**src/rtl/tmr_pkg.sv**
```systemverilog
package tmr_pkg;

    typedef enum logic [1:0] {
        CAP_WAIT  = 2'd0,
        CAP_ARMED = 2'd1,
        CAP_FIRE  = 2'd2
    } cap_state_e;

    localparam logic [2:0] ADDR_CTRL = 3'd0;
    localparam logic [2:0] ADDR_PEND = 3'd1;
    localparam logic [2:0] ADDR_RLD  = 3'd2;
    localparam logic [2:0] ADDR_CNT1 = 3'd3;
    localparam logic [2:0] ADDR_CNT2 = 3'd4;
    localparam logic [2:0] ADDR_CAPT = 3'd5;

    localparam int CTL_RUN1   = 0;
    localparam int CTL_WAVE   = 1;
    localparam int CTL_FALL   = 2;
    localparam int CTL_PRESET = 3;
    localparam int CTL_IE_LO  = 4;

    localparam int NUM_SRC   = 4;
    localparam int SRC_A     = 0;
    localparam int SRC_B     = 1;
    localparam int SRC_C     = 2;
    localparam int SRC_D     = 3;
    localparam int CTL_WIDTH = CTL_IE_LO + NUM_SRC;

endpackage

```
**src/rtl/tmr_cap_qual.sv**
```systemverilog
module tmr_cap_qual
    import tmr_pkg::*;
#(
    parameter int SYNC_STAGES = 2
) (
    input  logic clk,
    input  logic rst_n,
    input  logic pin,
    input  logic fall_sel,
    output logic cap_evt
);
    logic [SYNC_STAGES-1:0] sync_q;
    logic                   lvl;
    logic                   active;
    logic                   pol_q;
    cap_state_e             state_q, state_d;

    generate
        if (SYNC_STAGES == 1) begin : g_sync1
            always_ff @(posedge clk or negedge rst_n) begin
                if (!rst_n) sync_q <= '0;
                else        sync_q <= pin;
            end
        end else begin : g_syncn
            always_ff @(posedge clk or negedge rst_n) begin
                if (!rst_n) sync_q <= '0;
                else        sync_q <= {sync_q[SYNC_STAGES-2:0], pin};
            end
        end
    endgenerate

    assign lvl    = sync_q[SYNC_STAGES-1];
    assign active = fall_sel ? ~lvl : lvl;

    always_ff @(posedge clk or negedge rst_n) begin
        if (!rst_n) begin
            state_q <= CAP_WAIT;
            pol_q   <= 1'b0;
        end else begin
            state_q <= state_d;
            pol_q   <= fall_sel;
        end
    end

    always_comb begin
        state_d = state_q;
        if (pol_q != fall_sel) begin
            state_d = CAP_WAIT;
        end else begin
            unique case (state_q)
                CAP_WAIT:  if (!active) state_d = CAP_ARMED;
                CAP_ARMED: if (active)  state_d = CAP_FIRE;
                CAP_FIRE:  state_d = active ? CAP_WAIT : CAP_ARMED;
                default:   state_d = CAP_WAIT;
            endcase
        end
    end

    always_comb begin
        cap_evt = 1'b0;
        unique case (state_q)
            CAP_FIRE: cap_evt = 1'b1;
            default:  cap_evt = 1'b0;
        endcase
    end

endmodule

```
**src/rtl/tmr_reload_cnt.sv**
```systemverilog
module tmr_reload_cnt #(
    parameter int WIDTH = 16
) (
    input  logic             clk,
    input  logic             rst_n,
    input  logic             tick,
    input  logic             run,
    input  logic             wave_en,
    input  logic             wr_en,
    input  logic [WIDTH-1:0] wr_data,
    input  logic [WIDTH-1:0] reload,
    output logic [WIDTH-1:0] count,
    output logic             uf,
    output logic             wave
);
    logic step;

    assign step = run & tick & ~wr_en;
    assign uf   = step & (count == '0);

    always_ff @(posedge clk or negedge rst_n) begin
        if (!rst_n) begin
            count <= '0;
        end else if (wr_en) begin
            count <= wr_data;
        end else if (uf) begin
            count <= reload;
        end else if (step) begin
            count <= count - 1'b1;
        end
    end

    always_ff @(posedge clk or negedge rst_n) begin
        if (!rst_n)             wave <= 1'b0;
        else if (uf && wave_en) wave <= ~wave;
    end

endmodule

```
**src/rtl/tmr_capture_cnt.sv**
```systemverilog
module tmr_capture_cnt #(
    parameter int WIDTH = 16
) (
    input  logic             clk,
    input  logic             rst_n,
    input  logic             tick,
    input  logic             wr_en,
    input  logic [WIDTH-1:0] wr_data,
    input  logic             cap_evt,
    input  logic             preset_en,
    output logic [WIDTH-1:0] count,
    output logic [WIDTH-1:0] capt,
    output logic             uf
);
    logic preset;

    assign preset = cap_evt & preset_en & ~wr_en;
    assign uf     = tick & ~wr_en & ~preset & (count == '0);

    always_ff @(posedge clk or negedge rst_n) begin
        if (!rst_n) begin
            count <= '1;
        end else if (wr_en) begin
            count <= wr_data;
        end else if (preset) begin
            count <= '1;
        end else if (tick) begin
            count <= count - 1'b1;
        end
    end

    always_ff @(posedge clk or negedge rst_n) begin
        if (!rst_n)       capt <= '0;
        else if (cap_evt) capt <= count;
    end

endmodule

```
**src/rtl/dual_timer_capture.sv**
```systemverilog
module dual_timer_capture
    import tmr_pkg::*;
#(
    parameter int WIDTH       = 16,
    parameter int ADDR_W      = 3,
    parameter int SYNC_STAGES = 2
) (
    input  logic              clk,
    input  logic              rst_n,
    input  logic              tick,
    input  logic              cap_pin,
    input  logic              reg_we,
    input  logic [ADDR_W-1:0] reg_addr,
    input  logic [WIDTH-1:0]  reg_wdata,
    output logic [WIDTH-1:0]  reg_rdata,
    output logic              wave_o,
    output logic              irq1_o,
    output logic              irq2_o
);
    logic [CTL_WIDTH-1:0] ctrl_q;
    logic [NUM_SRC-1:0]   pend_q;
    logic [NUM_SRC-1:0]   pend_set;
    logic [NUM_SRC-1:0]   pend_clr;
    logic [NUM_SRC-1:0]   ie;
    logic [NUM_SRC-1:0]   live;
    logic [WIDTH-1:0]     reload_q;
    logic [WIDTH-1:0]     cnt1;
    logic [WIDTH-1:0]     cnt2;
    logic [WIDTH-1:0]     capt;
    logic                 wr_cnt1, wr_cnt2;
    logic                 uf1, uf2, cap_evt;
    logic                 preset_en, wave_en;

    assign wr_cnt1   = reg_we && (reg_addr == ADDR_CNT1);
    assign wr_cnt2   = reg_we && (reg_addr == ADDR_CNT2);
    assign preset_en = ctrl_q[CTL_PRESET];
    assign wave_en   = ctrl_q[CTL_WAVE];
    assign ie        = ctrl_q[CTL_IE_LO +: NUM_SRC];

    tmr_cap_qual #(.SYNC_STAGES(SYNC_STAGES)) u_qual (
        .clk      (clk),
        .rst_n    (rst_n),
        .pin      (cap_pin),
        .fall_sel (ctrl_q[CTL_FALL]),
        .cap_evt  (cap_evt)
    );

    tmr_reload_cnt #(.WIDTH(WIDTH)) u_cnt1 (
        .clk     (clk),
        .rst_n   (rst_n),
        .tick    (tick),
        .run     (ctrl_q[CTL_RUN1]),
        .wave_en (wave_en),
        .wr_en   (wr_cnt1),
        .wr_data (reg_wdata),
        .reload  (reload_q),
        .count   (cnt1),
        .uf      (uf1),
        .wave    (wave_o)
    );

    tmr_capture_cnt #(.WIDTH(WIDTH)) u_cnt2 (
        .clk       (clk),
        .rst_n     (rst_n),
        .tick      (tick),
        .wr_en     (wr_cnt2),
        .wr_data   (reg_wdata),
        .cap_evt   (cap_evt),
        .preset_en (preset_en),
        .count     (cnt2),
        .capt      (capt),
        .uf        (uf2)
    );

    always_ff @(posedge clk or negedge rst_n) begin
        if (!rst_n) begin
            ctrl_q   <= '0;
            reload_q <= '0;
        end else if (reg_we) begin
            if (reg_addr == ADDR_CTRL) ctrl_q   <= reg_wdata[CTL_WIDTH-1:0];
            if (reg_addr == ADDR_RLD)  reload_q <= reg_wdata;
        end
    end

    always_comb begin
        pend_set        = '0;
        pend_set[SRC_A] = uf1;
        pend_set[SRC_B] = cap_evt;
        pend_set[SRC_C] = 1'b0;
        pend_set[SRC_D] = uf2;
        pend_clr        = (reg_we && reg_addr == ADDR_PEND) ? reg_wdata[NUM_SRC-1:0] : '0;
    end

    always_ff @(posedge clk or negedge rst_n) begin
        if (!rst_n) pend_q <= '0;
        else        pend_q <= (pend_q & ~pend_clr) | pend_set;
    end

    assign live   = pend_q & ie;
    assign irq1_o = |live[SRC_C:SRC_A];
    assign irq2_o = live[SRC_D];

    always_comb begin
        unique case (reg_addr)
            ADDR_CTRL: reg_rdata = {{(WIDTH-CTL_WIDTH){1'b0}}, ctrl_q};
            ADDR_PEND: reg_rdata = {{(WIDTH-NUM_SRC){1'b0}}, pend_q};
            ADDR_RLD:  reg_rdata = reload_q;
            ADDR_CNT1: reg_rdata = cnt1;
            ADDR_CNT2: reg_rdata = cnt2;
            ADDR_CAPT: reg_rdata = capt;
            default:   reg_rdata = '0;
        endcase
    end

endmodule

```
**config.mk**
```make
export PLATFORM = sky130hd
export DESIGN_NAME = dual_timer_capture
export DESIGN_NICKNAME = d
export VERILOG_FILES = /design/src/rtl/tmr_pkg.sv /design/src/rtl/tmr_cap_qual.sv /design/src/rtl/tmr_reload_cnt.sv /design/src/rtl/tmr_capture_cnt.sv /design/src/rtl/dual_timer_capture.sv
export SDC_FILE = /design/constraint.sdc
export NUM_CORES = 1
export LEC_CHECK = 0
export BUFFER_PORTS_ARGS = -buffer_cell sky130_fd_sc_hd__buf_2
export CAP_MARGIN = 20
export CELL_PAD_IN_SITES_DETAIL_PLACEMENT = 0
export CELL_PAD_IN_SITES_GLOBAL_PLACEMENT = 1
export CORE_MARGIN = 4
export CORE_UTILIZATION = 48
export DETAILED_ROUTE_END_ITERATION = 6
export GPL_ROUTABILITY_DRIVEN = 1
export GPL_TIMING_DRIVEN = 1
export PLACE_DENSITY = 0.78
export SYNTH_ARGS = -nofsm -noshare
export SYNTH_HDL_FRONTEND = slang
export SYNTH_HIERARCHICAL = 1
export SYNTH_SLANG_ARGS = --single-unit
```
**constraint.sdc**
```tcl
create_clock -name clk -period 3 [get_ports clk]
set_clock_uncertainty 0.05 [all_clocks]
set_input_delay 0.9 -clock clk [delete_from_list [all_inputs] [get_ports clk]]
set_output_delay 0.9 -clock clk [all_outputs]
set_load 0.02 [all_outputs]
```
==> impl_metrics.yaml, run 1 <==
outcome:
  status: "completed"
worst_setup_path:
  arrival_ns: 2.02
  path_class: "in -> out"
  critPathMaxFanout: 8
  worstSetupEndpointType: "output pin"
  startpoint_type: "primary input"
  worstPathRequired_ns: 2.05
synth:
  muxShareOfSynthArea: 0.160
  synth_ff_type: "dfrtp_1"
  synth_warnings: 6
  syn_area_um2: 4840
  synth_xor_xnor_area_share: 0.0308
  synthDominantCellAreaShare: 0.341
  yosysSeqAreaShare: 0.428
  synth_top_family_by_area: "simple AND/OR/NAND/NOR gates"
  ys_ff_latch: 82
  syn_area_per_cell_um2: 10.6
  synth_area_leaders: "dfrtp_1, mux2_2, dfstp_2"
  synthCells: 458
  synthSimpleGateAreaFrac: 0.175
  syn_nets: 484
  synthAdderAreaFrac: 0.00517
  synth-compound-area-share: 0.161
  synthArstFlopShare: 1.00
  yosysTopAreaCell: "dfrtp_1"
  yosysMostFrequentCell: "dfrtp_1"
  netlist_top_cells_count: "dfrtp_1, mux2_2, nand2_1"
  synth_edf_count: 0
  yosysUniqueCellTypes: 76
placed_design:
  post_dp_cell_area_um2: 5260
  numPortBuffers: 42
  gp_congestion: 0.963
  post-dp-hpwl_um: 9720
  dp_cells: 631
  place_ws_ns: -0.0479
floorplanning:
  num_io_pins: 43
  dieWidth_um: 108
  num_rows: 36
  die_area_um2: 11800
  die_height_um: 108
  core_um2: 9820
  initial_utilization: 0.493
grt:
  grt_start_max_net_pins: 35
  grt_pass1_wl_um: 21200
  track_usage: 0.236
  grt_pass1_vias: 3817
  antenna_found_initial: 0
  gr-total-overflow: 0
timing:
  hold_viol: 0
  fin_crit_ns: 2.97
  drv_slew: 0
  relSlewSlack: 0.420
  setup_viol: 0
  period_share: 0.990
  worst_pin_slew_ns: 0.867
  fmax_mhz: 337
  setup_slack_ns: 0.0302
flow_run:
  cap_violations: 0
layout:
  drive_above_1_share: 0.342
  diodes: 0
  stdcell_count: 647
  fin_nets: 535
  area_growth_pct: 13.1
  design_area_um2: 5480
cts:
  insertion_delay_ns: 0.36
  hold_buffers: 0
  cts_htree_levels: 3
  cts_root_buf: "clkbuf_8"
  cts.reportedPaths.clkPinSlew_ns: 0.08
  clockBufferDepth: 2
  numCtsBuffers: 9
  cts_tree: "yes"
  clock_sinks: 82
routing:
  initialDrtViolationCount: 239
  num_vias: 3889
  drt-wirelength-per-cell_um: 20.6
  drcViolationCount: 0
  via_per_inst: 6.01
  dr.pass1.iters: 5
  ant_nets: 0
  wirelength_um: 13300
power_and_ir_drop:
  irDropWorstVdd_v: 0.000350
  power_w: 0.00411
  leakage_nw: 2.31
  powerDensity_nw_per_um2: 751
hold_path:
  hold_class: "reg -> reg"
==> cells in the final DEF (no fill, tap or decap), types with 10 or more instances in the layout <==
master,instances
dfrtp_1,66
nand2_1,35
mux2_2,44
clkbuf_8,10
xor2_1,10
dfstp_2,16
o22ai_1,13
o21ai_0,12
nand3_1,11
mux2i_1,21
buf_4,21
nor2_1,32
a21oi_1,15
buf_2,37
==> through the flow <==
step            util  hold WS (ns)  setup TNS (ns)
2_1_floorplan      -         0.281               0
3_3_place_gp   0.535         0.282         -0.0484
3_5_place_dp   0.535         0.294         -0.0767
4_1_cts        0.554         0.314               0
5_1_grt        0.558         0.324         -0.0131
6_report       0.558         0.308               0
==> where the power goes <==
part / total, W / leakage [nW] / internal, W / switching, W
Combinational: 0.00136 / 1.26 / 0.000687 / 0.000678
Sequential: 0.00200 / 0.963 / 0.00152 / 0.000484
Clock: 0.000748 / 0.0882 / 0.000323 / 0.000425
==> worst max-delay path: stages <==
cell and delay [ns]:
clkbuf_4 0.17, buf_6 0.14, mux2_2 0.33, a21oi_1 0.19, o221ai_2 0.12, buf_4 0.18
==> kinds of logic after synthesis <==
logic type               Yosys count
adder cells (fa/ha/maj)            2
XOR/XNOR                          17
AO/OA/AOI/OAI                    108
buffers and inverters             35
multiplexers                      70
AND/OR/NAND/NOR                  144
flip-flops                        82
==> metal layers <==
metal	up-vias	GRT usage	routed length [µm]
li1	1814	-	-
met5	-	0	0
met3	12	0.0448	704
met1	1941	0.333	6180
met2	122	0.378	6300
met4	0	0.0541	150
==> area by class of cell <==
type	count	area [µm²]
multi-input cells	341	2580
fillers	932	4340
flip-flops and latches	82	2070
clock buffers	10	138
inverters	10	37.5
repair buffers	65	435
well taps	133	166
clock inverters	6	42.5
==> sequential cells by signal, indices dropped and copies added, names as in the netlist, 2 cells and up <==
signal and count:
pend_q 4, u_qual/state_q 2, u_cnt1/count 16, ctrl_q 8
reload_q 16, u_cnt2/capt 16, u_cnt2/count 16, u_qual/sync_q 2
==> path summary, 6_finish.rpt <==
path | startpoint | to | slack [ns] | cells past startpoint
max in group asynchronous | rst_n | u_cnt1/count[9]$_DFFE_PN0P_ | 1.83 | 2
worst min register to register | u_qual/sync_q[0]$_DFF_PN0_ | u_qual/sync_q[1]$_DFF_PN0_ | 0.31 | 0
min in group asynchronous | rst_n | u_cnt2/capt[14]$_DFFE_PN0P_ | 0.44 | 1
worst max register to register | u_cnt1/count[0]$_DFFE_PN0P_ | u_cnt1/count[0]$_DFFE_PN0P_ | 0.52 | 7
worst min-delay path | u_qual/sync_q[0]$_DFF_PN0_ | u_qual/sync_q[1]$_DFF_PN0_ | 0.31 | 0
worst max-delay path | reg_addr[0] | reg_rdata[0] | 0.03 | 6
==> repair_timing <==
action / CTS / global route
buffers inserted: 0 / 0
setup endpoints to repair: 3 / 7
resized for setup: 1 / 11
pin swaps: 0 / 1
gates cloned: 0 / 0
Power figures use the tool's default switching activity.
==> run 2, diff against run 1 <==
--- a/config.mk
+++ b/config.mk
@@ -7,14 +7,12 @@
 export LEC_CHECK = 0
 export BUFFER_PORTS_ARGS = -buffer_cell sky130_fd_sc_hd__buf_2
 export CAP_MARGIN = 20
-export CELL_PAD_IN_SITES_DETAIL_PLACEMENT = 0
-export CELL_PAD_IN_SITES_GLOBAL_PLACEMENT = 1
 export CORE_MARGIN = 4
-export CORE_UTILIZATION = 48
+export CORE_UTILIZATION = 60
 export DETAILED_ROUTE_END_ITERATION = 6
 export GPL_ROUTABILITY_DRIVEN = 1
 export GPL_TIMING_DRIVEN = 1
-export PLACE_DENSITY = 0.78
+export PLACE_DENSITY = 0.77
 export SYNTH_ARGS = -nofsm -noshare
 export SYNTH_HDL_FRONTEND = slang
 export SYNTH_HIERARCHICAL = 1
==> impl_metrics.yaml, run 2 (same netlist as run 1, synthesis figures left out) <==
outcome:
  status: "completed"
power_and_ir_drop:
  comb_power_share: 0.324
  p_seq_frac: 0.473
  irDropWorstVdd_v: 0.000419
  p_switching_w: 0.00159
  clock_power_share: 0.204
  internal-power_w: 0.00264
  swShare: 0.376
  leakage_nw: 2.35
  powerDensity_nw_per_um2: 769
  power_w: 0.00422
grt:
  track_usage: 0.275
  grt_pass1_vias: 4018
  gr-total-overflow: 0
  grt_pass1_wl_um: 20900
  antenna_found_initial: 0
  grt_start_max_net_pins: 45
worst_setup_path:
  arrival_ns: 2.00
  startpoint_type: "primary input"
  path_class: "in -> out"
  path_cells: "buf_6, mux2_4, a32o_1, a221o_1, buf_2"
  worstPathRequired_ns: 2.05
  slowest_delay_ns: 0.31
  critPathMaxFanout: 13
  crit_slowest_cell: "mux2_4"
  r2r_slack_ns: 0.58
  worstSetupEndpointType: "output pin"
timing:
  fin_crit_ns: 2.95
  hold_slack_ns: 0.306
  setup_viol: 0
  hold_viol: 0
  relSlewSlack: 0.360
  fmax_mhz: 339
  worst_pin_slew_ns: 0.956
  period_share: 0.982
  setup_slack_ns: 0.0541
  grt_setup_unrepaired: "false"
  drv_slew: 0
floorplanning:
  core_um2: 7770
  num_io_pins: 43
  initial_utilization: 0.623
  die_area_um2: 9570
  die_height_um: 97.8
  num_rows: 32
  dieWidth_um: 97.8
routing:
  num_vias: 3970
  initialDrtViolationCount: 213
  drt-wirelength-per-cell_um: 20.6
  wirelength_um: 12800
  drcViolationCount: 0
  dr.pass1.iters: 5
  via_per_inst: 6.40
  ant_nets: 0
placed_design:
  place_ws_ns: -0.0752
  post-dp-hpwl_um: 9300
  post_dp_cell_area_um2: 5250
  numPortBuffers: 42
  gp_congestion: 0.951
layout:
  final_cell_mix: "dfrtp_1, mux2_2, buf_2, nand2_1, nor2_1"
  diodes: 0
  utilization: 0.707
  fin_nets: 539
  layout_commonest_cell: "dfrtp_1"
  design_area_um2: 5490
  drive_above_1_share: 0.347
  area_growth_pct: 13.5
cts:
  clock_sinks: 82
  insertion_delay_ns: 0.36
  cts_setup_buffers: 0
  cts.reportedPaths.clkPinSlew_ns: 0.09
  cts_root_buf: "clkbuf_8"
  numCtsBuffers: 9
  cts_tree: "yes"
  clockBufferDepth: 2
  cts_htree_levels: 3
hold_path:
  hold_class: "reg -> reg"
flow_run:
  cap_violations: 0
run 2: worst max-delay path: cells and delay by family:
| family | cells | cell delay (ns) |
|---|---|---|
| AO/OA/AOI/OAI | 2 | 0.49 |
| multiplexers | 1 | 0.31 |
| buffers and inverters | 2 | 0.30 |
run 2: metal layers:
layer  vias up  routed length, µm  track usage
li1       1817                  -            -
met1      1987               5620        0.371
met2       138               6140        0.436
met3        28                656       0.0479
met4         0                374        0.117
met5         -                  0            0
run 2: cell type report:
cell class	count	area (µm²)
clock buffers	11	151
clock inverters	5	62.6
fillers	605	2270
inverters	10	37.5
multi-input cells	341	2580
flip-flops and latches	82	2070
well taps	102	128
repair buffers	69	462
run 2: worst paths after layout:
check / cells past startpoint / to / from
worst min-delay path: 0 / u_qual/sync_q[1]$_DFF_PN0_ / u_qual/sync_q[0]$_DFF_PN0_
max in group asynchronous: 2 / u_cnt2/count[6]$_DFFE_PN1P_ / rst_n
min in group asynchronous: 1 / u_cnt2/capt[14]$_DFFE_PN0P_ / rst_n
worst max-delay path: 5 / reg_rdata[1] / reg_addr[1]
worst max register to register: 7 / u_cnt1/wave$_DFFE_PN0P_ / u_cnt1/count[0]$_DFFE_PN0P_
worst min register to register: 0 / u_qual/sync_q[1]$_DFF_PN0_ / u_qual/sync_q[0]$_DFF_PN0_
run 2: power by group through the flow:
stage	clock network, W	registers (W)	logic, W
2_1_floorplan	0	0.00183	0.00105
3_3_place_gp	0	0.00199	0.00130
3_5_place_dp	0	0.00200	0.00134
4_1_cts	0.000871	0.00198	0.00135
5_1_grt	0.000922	0.00205	0.00152
6_report	0.000861	0.00200	0.00137
run 2: repair_timing:
item	4_1_cts	5_1_grt
gates cloned	0	0
hold buffers	0	0
endpoints found under the setup margin	15	7
resized for setup	2	8
run 2: stage by stage:
step | setup TNS (ns) | cells
detailed placement | -0.627 | 604
finish | 0 | 620
CTS | 0 | 620
global placement | -0.304 | 604
global route | 0 | 620
floorplan | 0 | 458
==> run 3, diff against run 2 <==
--- a/config.mk
+++ b/config.mk
@@ -12,7 +12,7 @@
 export DETAILED_ROUTE_END_ITERATION = 6
 export GPL_ROUTABILITY_DRIVEN = 1
 export GPL_TIMING_DRIVEN = 1
-export PLACE_DENSITY = 0.77
+export PLACE_DENSITY_LB_ADDON = 0.2
 export SYNTH_ARGS = -nofsm -noshare
 export SYNTH_HDL_FRONTEND = slang
 export SYNTH_HIERARCHICAL = 1
==> impl_metrics.yaml, run 3 (same netlist as run 1, synthesis figures left out) <==
grt:
  grt_pass1_wl_um: 20700
  grt_start_max_net_pins: 36
  track_usage: 0.271
  antenna_found_initial: 0
  gr-total-overflow: 0
  grt_pass1_vias: 3988
power_and_ir_drop:
  p_seq_frac: 0.469
  leakage_nw: 2.34
  p_switching_w: 0.00155
  swShare: 0.364
  irDropWorstVdd_v: 0.000454
  internal-power_w: 0.00270
  clock_power_share: 0.209
  powerDensity_nw_per_um2: 773
  comb_power_share: 0.322
timing:
  setup_slack_ns: 0.0605
  fmax_mhz: 340
  worst_pin_slew_ns: 0.660
  period_share: 0.980
  setup_viol: 0
  tns_ns: 0
  fin_crit_ns: 2.94
  relSlewSlack: 0.560
  grt_setup_unrepaired: "false"
  hold_viol: 0
  drv_slew: 0
layout:
  n_fill_cell: 580
  area_growth_pct: 13.3
  layout_commonest_cell: "dfrtp_1"
  fin_nets: 536
  drive_above_1_share: 0.338
  stdcell_count: 617
  design_area_um2: 5480
  final_cell_mix: "dfrtp_1, mux2_2, buf_2, nand2_1, nor2_1"
  utilization: 0.706
  diodes: 0
floorplanning:
  dieWidth_um: 97.8
  die_area_um2: 9570
  num_rows: 32
  core_um2: 7770
  num_io_pins: 43
  die_height_um: 97.8
  initial_utilization: 0.623
worst_setup_path:
  rr_endpoint: "u_cnt1/count[0]$_DFFE_PN0P_"
  worstPathRequired_ns: 2.05
  path_class: "in -> out"
  r2r_slack_ns: 0.69
  critPathMaxFanout: 14
  worstSetupEndpointType: "output pin"
  arrival_ns: 1.99
  r2r-start: "u_cnt1/count[0]$_DFFE_PN0P_"
  rr_worst_depth: 7
  startpoint_type: "primary input"
placed_design:
  numPortBuffers: 42
  post_dp_cell_area_um2: 5240
  gp_congestion: 0.924
  place_ws_ns: -0.0760
  post-dp-hpwl_um: 9390
  dp_cells: 601
flow_run:
  cap_violations: 0
routing:
  ant_nets: 0
  initialDrtViolationCount: 269
  num_vias: 3993
  drt-wirelength-per-cell_um: 20.5
  dr.pass1.iters: 7
  wirelength_um: 12700
  drcViolationCount: 1
  via_per_inst: 6.47
outcome:
  status: "complete, but fails checks"
  violations: "DRC"
hold_path:
  hp-start: "u_qual/sync_q[0]$_DFF_PN0_"
  holdPathEnd: "u_qual/sync_q[1]$_DFF_PN0_"
  hold_class: "reg -> reg"
  hold_depth: 0
cts:
  cts_root_buf: "clkbuf_8"
  numCtsBuffers: 9
  cts.reportedPaths.clkPinSlew_ns: 0.08
  cts_setup_buffers: 0
  cts_htree_levels: 3
  clockBufferDepth: 2
  clock_sinks: 82
  cts_tree: "yes"
  insertion_delay_ns: 0.35
==> run 3: worst max path at each step <==
stage	from	endpoint	slack [ns]
floorplan	reg_addr[1]	reg_rdata[2]	0.18
global placement	reg_addr[0]	reg_rdata[7]	-0.04
detailed placement	reg_addr[0]	reg_rdata[13]	-0.08
CTS	reg_addr[1]	reg_rdata[2]	0.02
global route	reg_addr[1]	reg_rdata[1]	0.02
finish	reg_addr[1]	reg_rdata[2]	0.06
==> run 3: cell type report <==
cell class / count / area [µm²] / share of cell area
multi-input combinational: 341 / 2580 / 0.470
sequential: 82 / 2070 / 0.378
timing repair buffer: 66 / 448 / 0.0817
clock buffer: 12 / 145 / 0.0265
tap: 102 / 128 / 0.0233
clock inverter: 4 / 75.1 / 0.0137
inverter: 10 / 37.5 / 0.00685
==> run 3: per-layer routing <==
| layer | up-vias | track usage | wire length [µm] |
|---|---|---|---|
| met5 | - | 0 | 0 |
| met1 | 1947 | 0.364 | 5300 |
| met4 | 0 | 0.124 | 376 |
| li1 | 1816 | - | - |
| met2 | 205 | 0.437 | 6110 |
| met3 | 25 | 0.0371 | 883 |
==> run 3: per-stage QoR <==
| step | hold slack, ns | total power, W |
|---|---|---|
| floorplan | 0.281 | 0.00288 |
| global placement | 0.286 | 0.00329 |
| detailed placement | 0.293 | 0.00336 |
| CTS | 0.312 | 0.00425 |
| global route | 0.315 | 0.00451 |
| finish | 0.309 | 0.00424 |
==> run 3: worst max-delay path, cell delays in order <==
cell	delay, ns
buf_6	0.15
mux2_4	0.31
a32o_1	0.21
a221o_1	0.26
buf_2	0.16
==> run 3: power groups by stage <==
stage | Clock [W] | Combinational, W | Sequential [W]
2_1_floorplan | 0 | 0.00105 | 0.00183
3_3_place_gp | 0 | 0.00130 | 0.00199
3_5_place_dp | 0 | 0.00135 | 0.00200
4_1_cts | 0.000899 | 0.00136 | 0.00198
5_1_grt | 0.000956 | 0.00151 | 0.00205
6_report | 0.000885 | 0.00137 | 0.00199
==> run 3: timing repair <==
| item | 4_1_cts | 5_1_grt |
|---|---|---|
| resized for setup | 4 | 4 |
| hold buffers | 0 | 0 |
| endpoints found under the setup margin | 15 | 5 |
